<file path="src/rtl/mfp_pkg.sv">
package mfp_pkg;
    localparam int NUM_PINS = 4;
    localparam int CFG_W    = 8;
    localparam int CODE_W   = CFG_W - 1;
    localparam int ADDR_W   = 3;

    localparam logic [ADDR_W-1:0] ADDR_ENABLE = 3'd0;
    localparam logic [ADDR_W-1:0] ADDR_CFG0   = 3'd1;
    localparam logic [CFG_W-1:0]  ENABLE_KEY  = 8'h01;

    typedef struct packed {
        logic              monitor;
        logic [CODE_W-1:0] code;
    } pin_cfg_t;
endpackage

</file>
<file path="src/rtl/mfp_regs.sv">
module mfp_regs
    import mfp_pkg::*;
(
    input  logic                          clk,
    input  logic                          rst_n,
    input  logic                          reg_we,
    input  logic [ADDR_W-1:0]             reg_addr,
    input  logic [CFG_W-1:0]              reg_wdata,
    output logic                          active_o,
    output pin_cfg_t [NUM_PINS-1:0]       cfg_o
);
    typedef struct packed {
        logic [CFG_W-1:0]        enable;
        pin_cfg_t [NUM_PINS-1:0] cfg;
    } regs_t;

    regs_t st_d, st_q;

    always_comb begin
        st_d = st_q;
        if (reg_we) begin
            if (reg_addr == ADDR_ENABLE) begin
                st_d.enable = reg_wdata;
            end
            for (int i = 0; i < NUM_PINS; i++) begin
                if (reg_addr == ADDR_CFG0 + ADDR_W'(i)) begin
                    st_d.cfg[i] = pin_cfg_t'(reg_wdata);
                end
            end
        end
    end

    always_ff @(posedge clk or negedge rst_n) begin
        if (!rst_n) begin
            st_q <= '0;
        end else begin
            st_q <= st_d;
        end
    end

    assign active_o = (st_q.enable == ENABLE_KEY);
    assign cfg_o    = st_q.cfg;

    assert_enable_write_R3: assert property (@(posedge clk) disable iff (!rst_n)
        (reg_we && reg_addr == ADDR_ENABLE) |=> (st_q.enable == $past(reg_wdata)));

    assert_unmapped_ignored_R3: assert property (@(posedge clk) disable iff (!rst_n)
        (reg_we && int'(reg_addr) > NUM_PINS) |=> $stable(st_q));

    assert_idle_stable_R3: assert property (@(posedge clk) disable iff (!rst_n)
        !reg_we |=> $stable(st_q));
endmodule

</file>
<file path="src/rtl/mfp_sync.sv">
module mfp_sync #(
    parameter int WIDTH = 4
) (
    input  logic             clk,
    input  logic             rst_n,
    input  logic [WIDTH-1:0] async_i,
    output logic [WIDTH-1:0] sync_o
);
    typedef struct packed {
        logic [WIDTH-1:0] stage1;
        logic [WIDTH-1:0] stage2;
    } sync_t;

    sync_t st_d, st_q;

    always_comb begin
        st_d.stage1 = async_i;
        st_d.stage2 = st_q.stage1;
    end

    always_ff @(posedge clk or negedge rst_n) begin
        if (!rst_n) begin
            st_q <= '0;
        end else begin
            st_q <= st_d;
        end
    end

    assign sync_o = st_q.stage2;

    assert_two_stage_delay_R5: assert property (@(posedge clk) disable iff (!rst_n)
        $past(rst_n) |-> (sync_o == $past(st_q.stage1)));
endmodule

</file>
<file path="src/rtl/mfp_ctrl_arb.sv">
module mfp_ctrl_arb
    import mfp_pkg::*;
#(
    parameter int NUM_CTRL = 6
) (
    input  logic                    clk,
    input  logic                    rst_n,
    input  logic                    active_i,
    input  pin_cfg_t [NUM_PINS-1:0] cfg_i,
    input  logic [NUM_PINS-1:0]     pad_sync_i,
    output logic [NUM_CTRL-1:0]     ctrl_o
);
    logic [NUM_CTRL-1:0][NUM_PINS-1:0] want;
    logic [NUM_CTRL-1:0][NUM_PINS-1:0] grant;

    for (genvar k = 0; k < NUM_CTRL; k++) begin : g_func
        always_comb begin
            for (int i = 0; i < NUM_PINS; i++) begin
                want[k][i] = active_i && !cfg_i[i].monitor
                             && (int'(cfg_i[i].code) == k);
            end
        end

        always_comb begin
            logic taken;
            taken    = 1'b0;
            grant[k] = '0;
            for (int i = 0; i < NUM_PINS; i++) begin
                if (want[k][i] && !taken) begin
                    grant[k][i] = 1'b1;
                    taken       = 1'b1;
                end
            end
        end

        assign ctrl_o[k] = |(grant[k] & pad_sync_i);

        assert_single_driver_R6: assert property (@(posedge clk) disable iff (!rst_n)
            $onehot0(grant[k]));

        assert_pin0_first_R6: assert property (@(posedge clk) disable iff (!rst_n)
            want[k][0] |-> grant[k][0]);

        assert_unselected_low_R7: assert property (@(posedge clk) disable iff (!rst_n)
            (want[k] == '0) |-> !ctrl_o[k]);
    end
endmodule

</file>
<file path="src/rtl/mfp_mon_mux.sv">
module mfp_mon_mux
    import mfp_pkg::*;
#(
    parameter int NUM_STAT = 10
) (
    input  logic                    clk,
    input  logic                    rst_n,
    input  logic                    active_i,
    input  pin_cfg_t [NUM_PINS-1:0] cfg_i,
    input  logic [NUM_STAT-1:0]     status_i,
    output logic [NUM_PINS-1:0]     pad_out_o,
    output logic [NUM_PINS-1:0]     pad_oe_o
);
    for (genvar p = 0; p < NUM_PINS; p++) begin : g_pin
        logic picked;

        always_comb begin
            picked = 1'b0;
            for (int s = 0; s < NUM_STAT; s++) begin
                if (int'(cfg_i[p].code) == s) begin
                    picked = status_i[s];
                end
            end
        end

        assign pad_oe_o[p]  = active_i && cfg_i[p].monitor;
        assign pad_out_o[p] = pad_oe_o[p] && picked;

        assert_bad_code_low_R8: assert property (@(posedge clk) disable iff (!rst_n)
            (int'(cfg_i[p].code) >= NUM_STAT) |-> !pad_out_o[p]);

        assert_off_quiet_R2: assert property (@(posedge clk) disable iff (!rst_n)
            !active_i |-> (!pad_oe_o[p] && !pad_out_o[p]));
    end
endmodule

</file>
<file path="src/rtl/mfp_router.sv">
module mfp_router
    import mfp_pkg::*;
#(
    parameter int NUM_CTRL = 6,
    parameter int NUM_STAT = 10
) (
    input  logic                clk,
    input  logic                rst_n,
    input  logic                reg_we,
    input  logic [2:0]          reg_addr,
    input  logic [7:0]          reg_wdata,
    input  logic [3:0]          pad_in,
    input  logic [NUM_STAT-1:0] status_in,
    output logic [3:0]          pad_out,
    output logic [3:0]          pad_oe,
    output logic [NUM_CTRL-1:0] ctrl_out
);
    logic                    active;
    pin_cfg_t [NUM_PINS-1:0] cfg;
    logic [NUM_PINS-1:0]     pad_sync;

    mfp_regs i_regs (
        .clk       (clk),
        .rst_n     (rst_n),
        .reg_we    (reg_we),
        .reg_addr  (reg_addr),
        .reg_wdata (reg_wdata),
        .active_o  (active),
        .cfg_o     (cfg)
    );

    mfp_sync #(.WIDTH(NUM_PINS)) i_sync (
        .clk     (clk),
        .rst_n   (rst_n),
        .async_i (pad_in),
        .sync_o  (pad_sync)
    );

    mfp_ctrl_arb #(.NUM_CTRL(NUM_CTRL)) i_arb (
        .clk        (clk),
        .rst_n      (rst_n),
        .active_i   (active),
        .cfg_i      (cfg),
        .pad_sync_i (pad_sync),
        .ctrl_o     (ctrl_out)
    );

    mfp_mon_mux #(.NUM_STAT(NUM_STAT)) i_mux (
        .clk       (clk),
        .rst_n     (rst_n),
        .active_i  (active),
        .cfg_i     (cfg),
        .status_i  (status_in),
        .pad_out_o (pad_out),
        .pad_oe_o  (pad_oe)
    );

    assert_ctrl_off_R2: assert property (@(posedge clk) disable iff (!rst_n)
        !active |-> (ctrl_out == '0));

    assert_out_needs_oe_R4: assert property (@(posedge clk) disable iff (!rst_n)
        ((pad_out & ~pad_oe) == '0));

    assert_reset_state_R1: assert property (@(posedge clk) disable iff (!rst_n)
        $rose(rst_n) |-> (pad_oe == '0 && ctrl_out == '0));
endmodule

</file>
<file path="config.mk">
export PLATFORM = sky130hd
export DESIGN_NAME = mfp_router
export DESIGN_NICKNAME = d
export VERILOG_FILES = /design/src/rtl/mfp_pkg.sv /design/src/rtl/mfp_regs.sv /design/src/rtl/mfp_sync.sv /design/src/rtl/mfp_ctrl_arb.sv /design/src/rtl/mfp_mon_mux.sv /design/src/rtl/mfp_router.sv
export SDC_FILE = /design/constraint.sdc
export NUM_CORES = 1
export LEC_CHECK = 0
export ABC_CLOCK_PERIOD_IN_PS = 4150
export BUFFER_PORTS_ARGS = -buffer_cell sky130_fd_sc_hd__buf_2
export CORE_MARGIN = 5
export CORE_UTILIZATION = 44
export DETAILED_ROUTE_END_ITERATION = 6
export GPL_TIMING_DRIVEN = 0
export SLEW_MARGIN = 10
export SYNTH_ARGS = -nofsm -noshare
export SYNTH_HDL_FRONTEND = slang
export SYNTH_HIERARCHICAL = 1
export SYNTH_SLANG_ARGS = --single-unit
export TNS_END_PERCENT = 50
</file>
<file path="constraint.sdc">
create_clock -name clk -period 4.15 [get_ports clk]
set_input_delay 0.415 -clock clk [delete_from_list [all_inputs] [get_ports clk]]
set_output_delay 0.415 -clock clk [all_outputs]
set_load 0.02 [all_outputs]
</file>
==> metrics.cfg <==
[outcome]
status = completed

[clock_tree]
cts_resized = 0
cts_max_level = 2
clock_path_buffers = 2
cts_tree = yes
ctsHoldBuffers = 0
numCtsBuffers = 5
clkSinkCount = 48
root_buffer = clkbuf_8
insertion_delay_ns = 0.29
path_clk_slew_ns = 0.08
cts_setup_buffers = 0

[timing]
max_freq_mhz = 320.2
tns_ns = 0
finalHoldViolCount = 0
skew_ns = 0.0003602
min_period_ns = 3.123
slew_headroom = 0.2895
setup_viol = 0
timing.final.crit_share = 0.7525
drv_slew = 0
tightest_slew_ns = 1.066
rsz0062_at_grt = no

[power]
p_leak_nw = 1.437
peakVddDrop_mv = 0.2380
total_power_w = 0.001329
p_per_area_nw_per_um2 = 402.5

[global_route]
grt_max_degree = 49
gr-total-overflow = 0
gr-usage-all-layers = 0.1618
grt_pass1_wl_um = 10720
antenna_found_initial = 0
grt_pass1_vias = 2059

[critical_path]
worst-path-buf-inv = 1
path_max_fanout = 8
critPathRequiredTime_ns = 3.73
crit_type = reg -> out
startpoint_type = flop
end_kind = output pin
path_cells = nor4_1 > and4b_1 > nor4b_4 > nand4b_1 > o2111ai_1 > o221a_1 > o32ai_1 > buf_2
slowest_delay_ns = 0.40
cpMaxStageDelayCell = and4b_1
critical_path.top_delay_family = simple AND/OR/NAND/NOR gates
critPathArrivalTime_ns = 2.71

[logic_synthesis]
syn_inst = 248
yosys_warnings = 6
ys_ff_latch = 48
synth-edff-count = 0
syn_nets = 276
yosysSeqAreaShare = 0.4129
netlist_top_cells_area = dfrtp_1 (41%), mux2_2 (16%), buf_4 (8.3%), o22ai_1 (2.6%), mux4_2 (2.3%)
synth_top_flop_cell = dfrtp_1
synth_top_area_frac = 0.4129
synth_top_cell_by_area = dfrtp_1
async_flop_share = 1.000
synthesis.area_um2 = 2909
synthDistinctLibCells = 47
syn_avg_cell_area_um2 = 11.73

[route]
drc_errors = 0
wire_per_inst_um = 17.39
dr.pass1.iters = 5
via_per_inst = 5.727
vias = 2142
final_antenna_net_count = 0
drtIter0Drc = 152
routed_wl_um = 6502

[floorplanning]
die_h_um = 91.31
coreArea_um2 = 6386
die-width_um = 91.31
io_pins = 42
fp-row-count = 29
die_area_um2 = 8338
initial_core_util = 0.4555

[final_layout]
area.growth.synth_to_final_pct = 13.46
stdcell_count = 374
drive_above_1_share = 0.4680
fillers = 586
nNetsFinal = 324
num_antenna_cells = 0

[run]
max-cap-violations = 0

[place]
place_congestion = 0.8563
dp_cells = 366
port_buffers = 41
hpwlAfterDp_um = 5165

[hold_path]
hold_path.class = in -> reg

flip-flops by register name (all words and copies together), names as in the netlist:
| name | flops |
|---|---|
| i_sync/sync_o | 4 |
| i_regs/st_q | 8 |
| i_regs/cfg_o | 32 |
| i_sync/st_d | 4 |
cells in the final DEF (no fill, tap or decap), types with 2 or more instances in the layout:
cell type,instances
dfrtp_1,48
buf_2,44
mux2_2,42
buf_4,32
o22ai_1,12
inv_1,8
nand2b_1,8
nor2_1,7
clkbuf_8,6
nand3_1,6
and2_1,6
mux2i_1,5
a21oi_1,5
nand2_1,4
nand4b_1,4
or2_2,3
or3_1,3
o211ai_1,3
mux4_2,3
a211oi_1,3
clkbuf_1,2
nor4_1,2
nand3b_1,2
nor4b_4,2
o2111ai_1,2
o221a_1,2
o32ai_1,2
nand4_1,2
a41oi_1,2
a31oi_1,2
nor3_1,2
mux4_1,2
nor4b_1,2
a2bb2oi_1,2
o211a_1,2
nor4bb_1,2
cells in the mapped netlist (all sizes together) (3+ instances only):
master   n
a211oi   3
a21oi    5
and2     6
buf     35
dfrtp   48
inv      8
mux2    42
mux2i    5
mux4     5
nand2    4
nand2b   8
nand3    6
nand4b   4
nor2     7
nor4     4
nor4b    5
o211ai   3
o221a    3
o22ai   13
or2      3
or3      3
metal layers:
metal | global-route usage | wire length [µm]
met2 | 0.2464 | 2879
met4 | 0.04401 | 76
met5 | 0 | 0
met1 | 0.2317 | 3142
met3 | 0.03719 | 402
cell type report:
type / count / area [µm²] / share of cell area
Multi-Input combinational cell: 157 / 1423 / 0.4310
Sequential cell: 48 / 1201 / 0.3639
Buffer: 35 / 255.2 / 0.07733
Timing Repair Buffer: 41 / 205.2 / 0.06217
Tap cell: 77 / 96.34 / 0.02919
Clock buffer: 8 / 90.09 / 0.02729
Inverter: 8 / 30.03 / 0.009098
metrics by stage:
stage	setup slack, ns	hold slack, ns	util	area, µm²
floorplan	1.752	0.1194	-	2909
global placement	1.385	0.3316	0.5027	3211
detailed placement	1.354	0.3371	0.5027	3211
CTS	1.021	0.2087	0.5169	3301
global route	0.7774	0.1930	0.5169	3301
finish	1.027	0.2206	0.5169	3301
cells by family (layout without fill, tap and decap cells):
| family | after synthesis | after routing | share of synthesized area |
|---|---|---|---|
| AO/OA/AOI/OAI | 42 | 42 | 0.1071 |
| buffers and inverters | 43 | 92 | 0.09806 |
| flip-flops | 48 | 48 | 0.4129 |
| multiplexers | 52 | 52 | 0.2211 |
| AND/OR/NAND/NOR | 63 | 63 | 0.1609 |
power by group:
part / switching, W / internal, W / total [W]
Clock: 0.000144 / 0.000136 / 0.000280
Sequential: 0.0000424 / 0.000557 / 0.000599
Combinational: 0.000209 / 0.000241 / 0.000450
Total: 0.000395 / 0.000934 / 0.00133
worst paths after layout:
| check | end | startpoint | slack (ns) | depth (start not counted) |
|---|---|---|---|---|
| worst max-delay path | ctrl_out[5] | i_regs/st_q[39] | 1.03 | 8 |
| worst min-delay path | i_sync/st_d[2] | pad_in[2] | 0.22 | 1 |
| worst max register to register | i_regs/cfg_o[6] | i_regs/cfg_o[6] | 3.39 | 1 |
| worst min register to register | i_sync/sync_o[0] | i_sync/st_d[0] | 0.35 | 0 |
| max in group asynchronous | i_regs/cfg_o[31] | rst_n | 3.18 | 1 |
| min in group asynchronous | i_regs/cfg_o[15] | rst_n | 0.30 | 1 |
No activity file was read; power rests on OpenSTA's default activity.
